===== config.mk =====
export PLATFORM = sky130hd
export DESIGN_NAME = pt_walker
export DESIGN_NICKNAME = d
export VERILOG_FILES = /design/src/rtl/pt_walker.sv
export SDC_FILE = /design/constraint.sdc
export NUM_CORES = 1
export LEC_CHECK = 0
export BUFFER_PORTS_ARGS = -buffer_cell sky130_fd_sc_hd__buf_2
export CORE_MARGIN = 5
export CORE_UTILIZATION = 46
export CTS_CLUSTER_DIAMETER = 200
export DETAILED_ROUTE_END_ITERATION = 16
export PLACE_DENSITY = 0.76
export SETUP_SLACK_MARGIN = 0.1
export SLEW_MARGIN = 20
export SYNTH_ARGS = -nofsm -noshare
export SYNTH_HDL_FRONTEND = slang
export SYNTH_SLANG_ARGS = --single-unit
export TNS_END_PERCENT = 10

===== constraint.sdc =====
create_clock -name clk -period 1.67 [get_ports clk]
set_input_delay 0.0835 -clock clk [delete_from_list [all_inputs] [get_ports clk]]
set_output_delay 0.0835 -clock clk [all_outputs]
set_load 0.05 [all_outputs]

===== src/rtl/pt_walker.sv =====
module pt_walker #(
  parameter int PW = 8,
  parameter int IW = 7,
  parameter int OW = 8
) (
  input  logic                clk,
  input  logic                rst_n,
  input  logic [PW-1:0]       pt_base,
  input  logic                req_valid,
  input  logic [2*IW+OW-1:0]  req_vaddr,
  input  logic                req_write,
  input  logic                req_user,
  output logic                done,
  output logic [PW+OW-1:0]    res_paddr,
  output logic [1:0]          res_fault,
  output logic                mem_valid,
  output logic                mem_write,
  output logic [PW+OW-1:0]    mem_addr,
  output logic [7:0]          mem_wdata,
  input  logic [7:0]          mem_rdata,
  input  logic                mem_ready
);
  localparam int VW = 2*IW + OW;
  localparam int B_VAL = 0, B_WR = 1, B_USE = 2, B_DRT = 3, B_KRN = 7;
  localparam logic [1:0] F_OK = 2'b00, F_INV = 2'b01, F_ACC = 2'b10;

  typedef enum logic [2:0] {S_IDLE, S_AHI, S_ALO, S_BHI, S_BLO, S_WB, S_DONE} st_t;

  st_t         st;
  logic [VW-1:0] va;
  logic        wr, usr;
  logic [PW-1:0] pg, hib;
  logic [7:0]  newlo;

  wire xfer    = mem_valid & mem_ready;
  wire leaf    = (st == S_BHI) | (st == S_BLO) | (st == S_WB);
  wire lowhalf = (st == S_ALO) | (st == S_BLO) | (st == S_WB);
  wire [IW-1:0] idx = leaf ? va[OW +: IW] : va[OW+IW +: IW];

  assign mem_addr  = {pg, idx, lowhalf};
  assign mem_valid = (st != S_IDLE) & (st != S_DONE);
  assign mem_write = (st == S_WB);
  assign mem_wdata = newlo;
  assign done      = (st == S_DONE);

  wire bad_v = ~mem_rdata[B_VAL];
  wire deny  = (wr & ~mem_rdata[B_WR]) | (usr & mem_rdata[B_KRN]);
  wire [7:0] upd = mem_rdata | (8'b1 << B_USE) | (wr ? (8'b1 << B_DRT) : 8'b0);

  always_ff @(posedge clk) begin
    if (!rst_n) begin
      st        <= S_IDLE;
      va        <= '0;
      wr        <= 1'b0;
      usr       <= 1'b0;
      pg        <= '0;
      hib       <= '0;
      newlo     <= '0;
      res_paddr <= '0;
      res_fault <= F_OK;
    end else begin
      case (st)
        S_IDLE: if (req_valid) begin
          va  <= req_vaddr;
          wr  <= req_write;
          usr <= req_user;
          pg  <= pt_base;
          st  <= S_AHI;
        end
        S_AHI: if (xfer) begin
          hib <= mem_rdata;
          st  <= S_ALO;
        end
        S_ALO: if (xfer) begin
          if (bad_v || deny) begin
            res_fault <= bad_v ? F_INV : F_ACC;
            res_paddr <= '0;
            st        <= S_DONE;
          end else begin
            pg <= hib;
            st <= S_BHI;
          end
        end
        S_BHI: if (xfer) begin
          hib <= mem_rdata;
          st  <= S_BLO;
        end
        S_BLO: if (xfer) begin
          if (bad_v || deny) begin
            res_fault <= bad_v ? F_INV : F_ACC;
            res_paddr <= '0;
            st        <= S_DONE;
          end else begin
            res_fault <= F_OK;
            res_paddr <= {hib, va[OW-1:0]};
            newlo     <= upd;
            st        <= (upd != mem_rdata) ? S_WB : S_DONE;
          end
        end
        S_WB: if (xfer) st <= S_DONE;
        S_DONE: if (!req_valid) st <= S_IDLE;
        default: st <= S_IDLE;
      endcase
    end
  end
endmodule


After elaboration in Yosys (flattened, before gate mapping):

Index checks and enable logic that the tools add are counted.

* output and inout bits: 45
* flip-flop bits (word level): 69
* word-level logic and storage cells: 79
* bits of input ports: 44

* bitwise operators: 13
* reduce and logical (&&, ||, !) cells: 12
* eq/ne operators: 17
* muxes and demuxes: 28

Operators with widths (count)
* 16-bit two-way mux: 4
* 16-bit case mux with 2 select lines: 1
* 3-bit two-way mux: 8
* 8-bit two-way mux: 3
* 3-bit case mux with 7 select lines: 1
* 8-bit case mux with 2 select lines: 1
* 2-bit two-way mux: 7
* 2-bit inequality test, second input constant: 7
* 3-bit == test, second input constant: 3
* 8-bit inequality test: 1
* 8-bit by 4-bit OR with 8-bit output: 1
* 4-bit AND reduction: 2
* 7-bit two-way mux: 1
* 7-bit AND reduction: 1
* 3-bit by 2-bit == test with 1-bit output, second input constant: 2
* 1-bit OR: 5
* 1-bit bitwise AND: 4
* 4-bit two-way mux: 1
* 2-bit by 1-bit inequality test with 1-bit output, second input constant: 2
* 2-bit case mux with 2 select lines: 1
* 2-bit AND reduction: 2
* 2-bit nonzero test: 2
* 3-bit by 1-bit == test with 1-bit output, second input constant: 1
* 3-bit zero test: 1
* other kinds (6): 8

Longest topological paths before layout:

* word-level depth: 7
* depth in mapped cells: 7
* gate-level depth less buffers: 4

Least setup slack after synthesis:

No wires, ideal clock.

* path type: register to output
* start: reg st[0]
* end: out mem_write
* data arrival time: 1.842 ns
* setup slack: -0.255 ns
* cell stages (with the launch flop): 5
* data required time: 1.586 ns
* buffers on the path: 2
* cell sequence: dfxtp_1 -> buf_2 -> inv_1 -> clkbuf_1 -> nor3_1

* cells in the longest elaborated chain, start to end: 1

RTL lines
* start: declaration: RTL line 29 `st_t st;`
* start signal: assignment: RTL line 97 `st <= (upd != mem_rdata) ? S_WB : S_DONE;`
* 3-bit == test: RTL line 42 `assign mem_write = (st == S_WB);`
* end: declaration: RTL line 17 `output logic mem_write,`

Every way passes these cells.

Final worst setup path:

* start: reg st[2]
* end: out mem_addr[4]

* cells in the longest elaborated chain, start to end: 4
* elaborated cells on any way between the ends: 6
* those cells by class: 3 x eq/ne; 1 x mux; 2 x bitwise

RTL lines
* 3-bit by 2-bit == test with 1-bit output / 3-bit == test (equally long branches): RTL line 36 `wire leaf = (st == S_BHI) | (st == S_BLO) | (st == S_WB);`
* 1-bit OR: RTL line 36
* 1-bit OR (*): RTL line 36
* 7-bit two-way mux (*): RTL line 38 `wire [IW-1:0] idx = leaf ? va[OW +: IW] : va[OW+IW +: IW];`
* end: declaration: RTL line 18 `output logic [PW+OW-1:0] mem_addr,`

Mark *: on every way between the ends. The rest lies on a longest branch, timed or not.

==> run metrics <==
status complete, but fails checks; failing checks negative setup slack; FP Rows 29; fin crit share 106%; Final Setup Violations 8; Setup crit end kind output pin; met1 Resource Use GR 26.4%; # clock sinks 69; Starting Density 46.7%; Finished Core Util 68.6%; Root Driver clkbuf_8; final hold vios 0; Final WS setup -0.103 ns; commonest non-fill, non-tap cells in the layout buf_2 (77), dfxtp_1 (66), nand2_1 (65), a21oi_1 (44), dlygate4sd3_1 (29); register area share after synthesis 47.4%; power per cell area 1310 nW/um^2; crit-path cells and2b_1 > a21o_1 > buf_12 > mux2_4 > buf_8; unrepaired setup endpoints after global routing true; Worst VDD drop 0.897 mV; Pleak 0.00185 uW; top-level I/O count 89; largest net degree at the start of global routing 70; HP Class in2reg; Final GP Congestion 0.818; post-DR wirelength/cell 16.3 microns; Slowest cell on crit path dfxtp_2; clock buffer depth 2; synthesized instance count 337; Reg2Reg Depth 6; first-pass GRT wire length 13700 microns; Top Family by Delay on Critical Path flip-flops; GRT busiest layer met2; worst skew pair latency 0.35 ns; Arrival @ worst endpoint 1.69 ns; CTS clk-pin slew, worst paths 0.07 ns; GRT overflow 0; final WL 8820 microns; Antenna diodes 0; WP data required 1.59 ns; Synth Net Count 381; worst slew pin tran 0.391 ns; syn avg cell area 8.65 sq um; DIE WIDTH 89.6 microns; Yosys warnings 0; CP max FO 7; fmax 564 MHz; Worst path depth 5; normalized max-slew margin 73.8%; die area 8030 sq um; Final HPWL DP 5300 microns; FF+latch count, synth 69; vias in the first global route 2816; overall global routing resource usage 22.2%; Max-Cap Viols 0; Worst Path Buf+Inv 2; skew final 0.0124 ns; CP startpoint kind flip-flop; share of cells above drive strength 1 34.3%; grt met3 use 5.38%; Mapped Area 2910 sq um; initial antenna violation count 0; Min-Delay Path Depth 3; Place WS 0.00383 ns; H-tree levels 3; TritonCTS Buffers 9; post-route ant nets 0; residual DRC count 0; die height 89.6 microns; max-slew violation count 0; 1st-iter DRT viols 203; crit path time final 1.77 ns; Global Route met2 Usage 37.6%; drt pass-1 iters 4; Core Region 6240 sq um; fin nets 503; DR vias/cell 5.31; synth-to-layout area growth 46.8%; Buffers on Ports 88; Crit Path Class reg2out; slowest stage delay, CP 0.34 ns; commonest non-fill, non-tap cell in the layout buf_2; Hold Slack 0.0398 ns; Synth cell types 41; DR vias 2874; CTS tree done
==> cell usage after synthesis <==
cell | count | area share [%]
nor2_2 | 1 | 0.21
nor4_4 | 2 | 1.5
nand4_1 | 1 | 0.21
a2111oi_0 | 1 | 0.30
nand2b_1 | 4 | 0.86
nor3b_1 | 1 | 0.26
nor2_1 | 20 | 2.6
or2_2 | 2 | 0.43
o32ai_2 | 1 | 0.56
clkbuf_1 | 14 | 1.8
nand4bb_1 | 1 | 0.39
mux2_2 | 7 | 2.7
o21ai_0 | 20 | 3.4
nor2b_1 | 2 | 0.43
a21oi_1 | 45 | 7.7
and2b_1 | 1 | 0.26
maj3_1 | 1 | 0.34
clkinv_1 | 1 | 0.13
nor4_1 | 1 | 0.21
and3_1 | 2 | 0.43
a211oi_2 | 1 | 0.43
o21bai_1 | 1 | 0.26
a211oi_1 | 8 | 2.1
a32oi_1 | 1 | 0.30
o211ai_1 | 1 | 0.26
and2b_4 | 1 | 0.34
a221oi_1 | 1 | 0.30
mux2i_1 | 22 | 7.6
inv_1 | 4 | 0.52
buf_4 | 2 | 0.52
a41o_1 | 1 | 0.34
buf_6 | 2 | 0.77
nand3_1 | 4 | 0.69
or3_1 | 3 | 0.64
and2_0 | 1 | 0.21
dfxtp_1 | 69 | 47
nand2_1 | 65 | 8.4
buf_2 | 10 | 1.7
a31oi_1 | 8 | 1.7
a21o_1 | 2 | 0.52
nor3_1 | 2 | 0.34
==> metal layers <==
layer	up-vias	share of wire (%)
li1	1408	-
met1	1354	40
met2	94	51
met3	18	6.8
met4	0	1.6
met5	-	0
==> kinds of logic (layout without fill, tap and decap cells) <==
| logic type | after synthesis | after routing | synth area share [%] |
|---|---|---|---|
| AOI/OAI and AO/OA | 91 | 91 | 18.2 |
| adders and majority gates | 1 | 1 | 0.344 |
| buffers and inverters | 33 | 160 | 5.45 |
| DFF | 69 | 69 | 47.4 |
| muxes | 29 | 29 | 10.3 |
| and+or+nand+nor | 114 | 114 | 18.3 |
==> through the flow <==
step	total power, uW	instances	TNS, ns	instance area [sq um]
after floorplan	3170	337	0	2920
after detailed placement	3630	494	0	3520
final	5600	541	-0.694	4280
after global routing	5860	541	-1.08	4280
after CTS	5460	541	-0.674	4150
after global placement	3600	494	0	3520
==> final cells by class <==
type / count / area (sq um)
fill: 489 / 1960
multi-input combinational: 235 / 1490
sequential: 69 / 1390
timing repair buffer: 139 / 1040
clock buffer: 11 / 141
clock inverter: 5 / 106
tap: 77 / 96.3
inverter: 5 / 18.8
==> final timing paths <==
check	startpoint	endpoint	slack, ns
worst min register to register	va[3]	va[3]	0.46
worst max register to register	st[1]	mem_wdata[5]	0.09
worst max-delay path	st[2]	mem_addr[4]	-0.10
worst min-delay path	mem_rdata[7]	mem_wdata[7]	0.04
==> registers in the layout, indices dropped and copies added, names as in the netlist <==
| name | count |
|---|---|
| hib | 8 |
| mem_wdata | 8 |
| pg | 8 |
| res_fault | 2 |
| res_paddr | 16 |
| st | 3 |
| usr | 1 |
| va | 22 |
| wr | 1 |
==> report_power, final <==
| part | switching [uW] | leakage, uW | internal [uW] | total (uW) |
|---|---|---|---|---|
| clock | 638 | 0.000120 | 1040 | 1680 |
| combinational | 1150 | 0.00116 | 793 | 1940 |
| sequential | 140 | 0.000563 | 1840 | 1980 |
| total | 1930 | 0.00185 | 3670 | 5600 |
==> tightest hold or removal path, delay by kind of cell <==
family                 cells  cell delay (ns)
buffers and inverters      1             0.12
and+or+nand+nor            1             0.07
muxes                      1             0.07
==> timing repair <==
action / in CTS / in global routing
endpoints found under the setup margin: 23 / 44
gates resized for setup: 28 / 38
setup buffers: 2 / 0
hold endpoints to repair: 32 / 0
hold buffers: 29 / 0
pin swaps: 1 / 18
No activity file was read; power rests on OpenSTA's default activity.
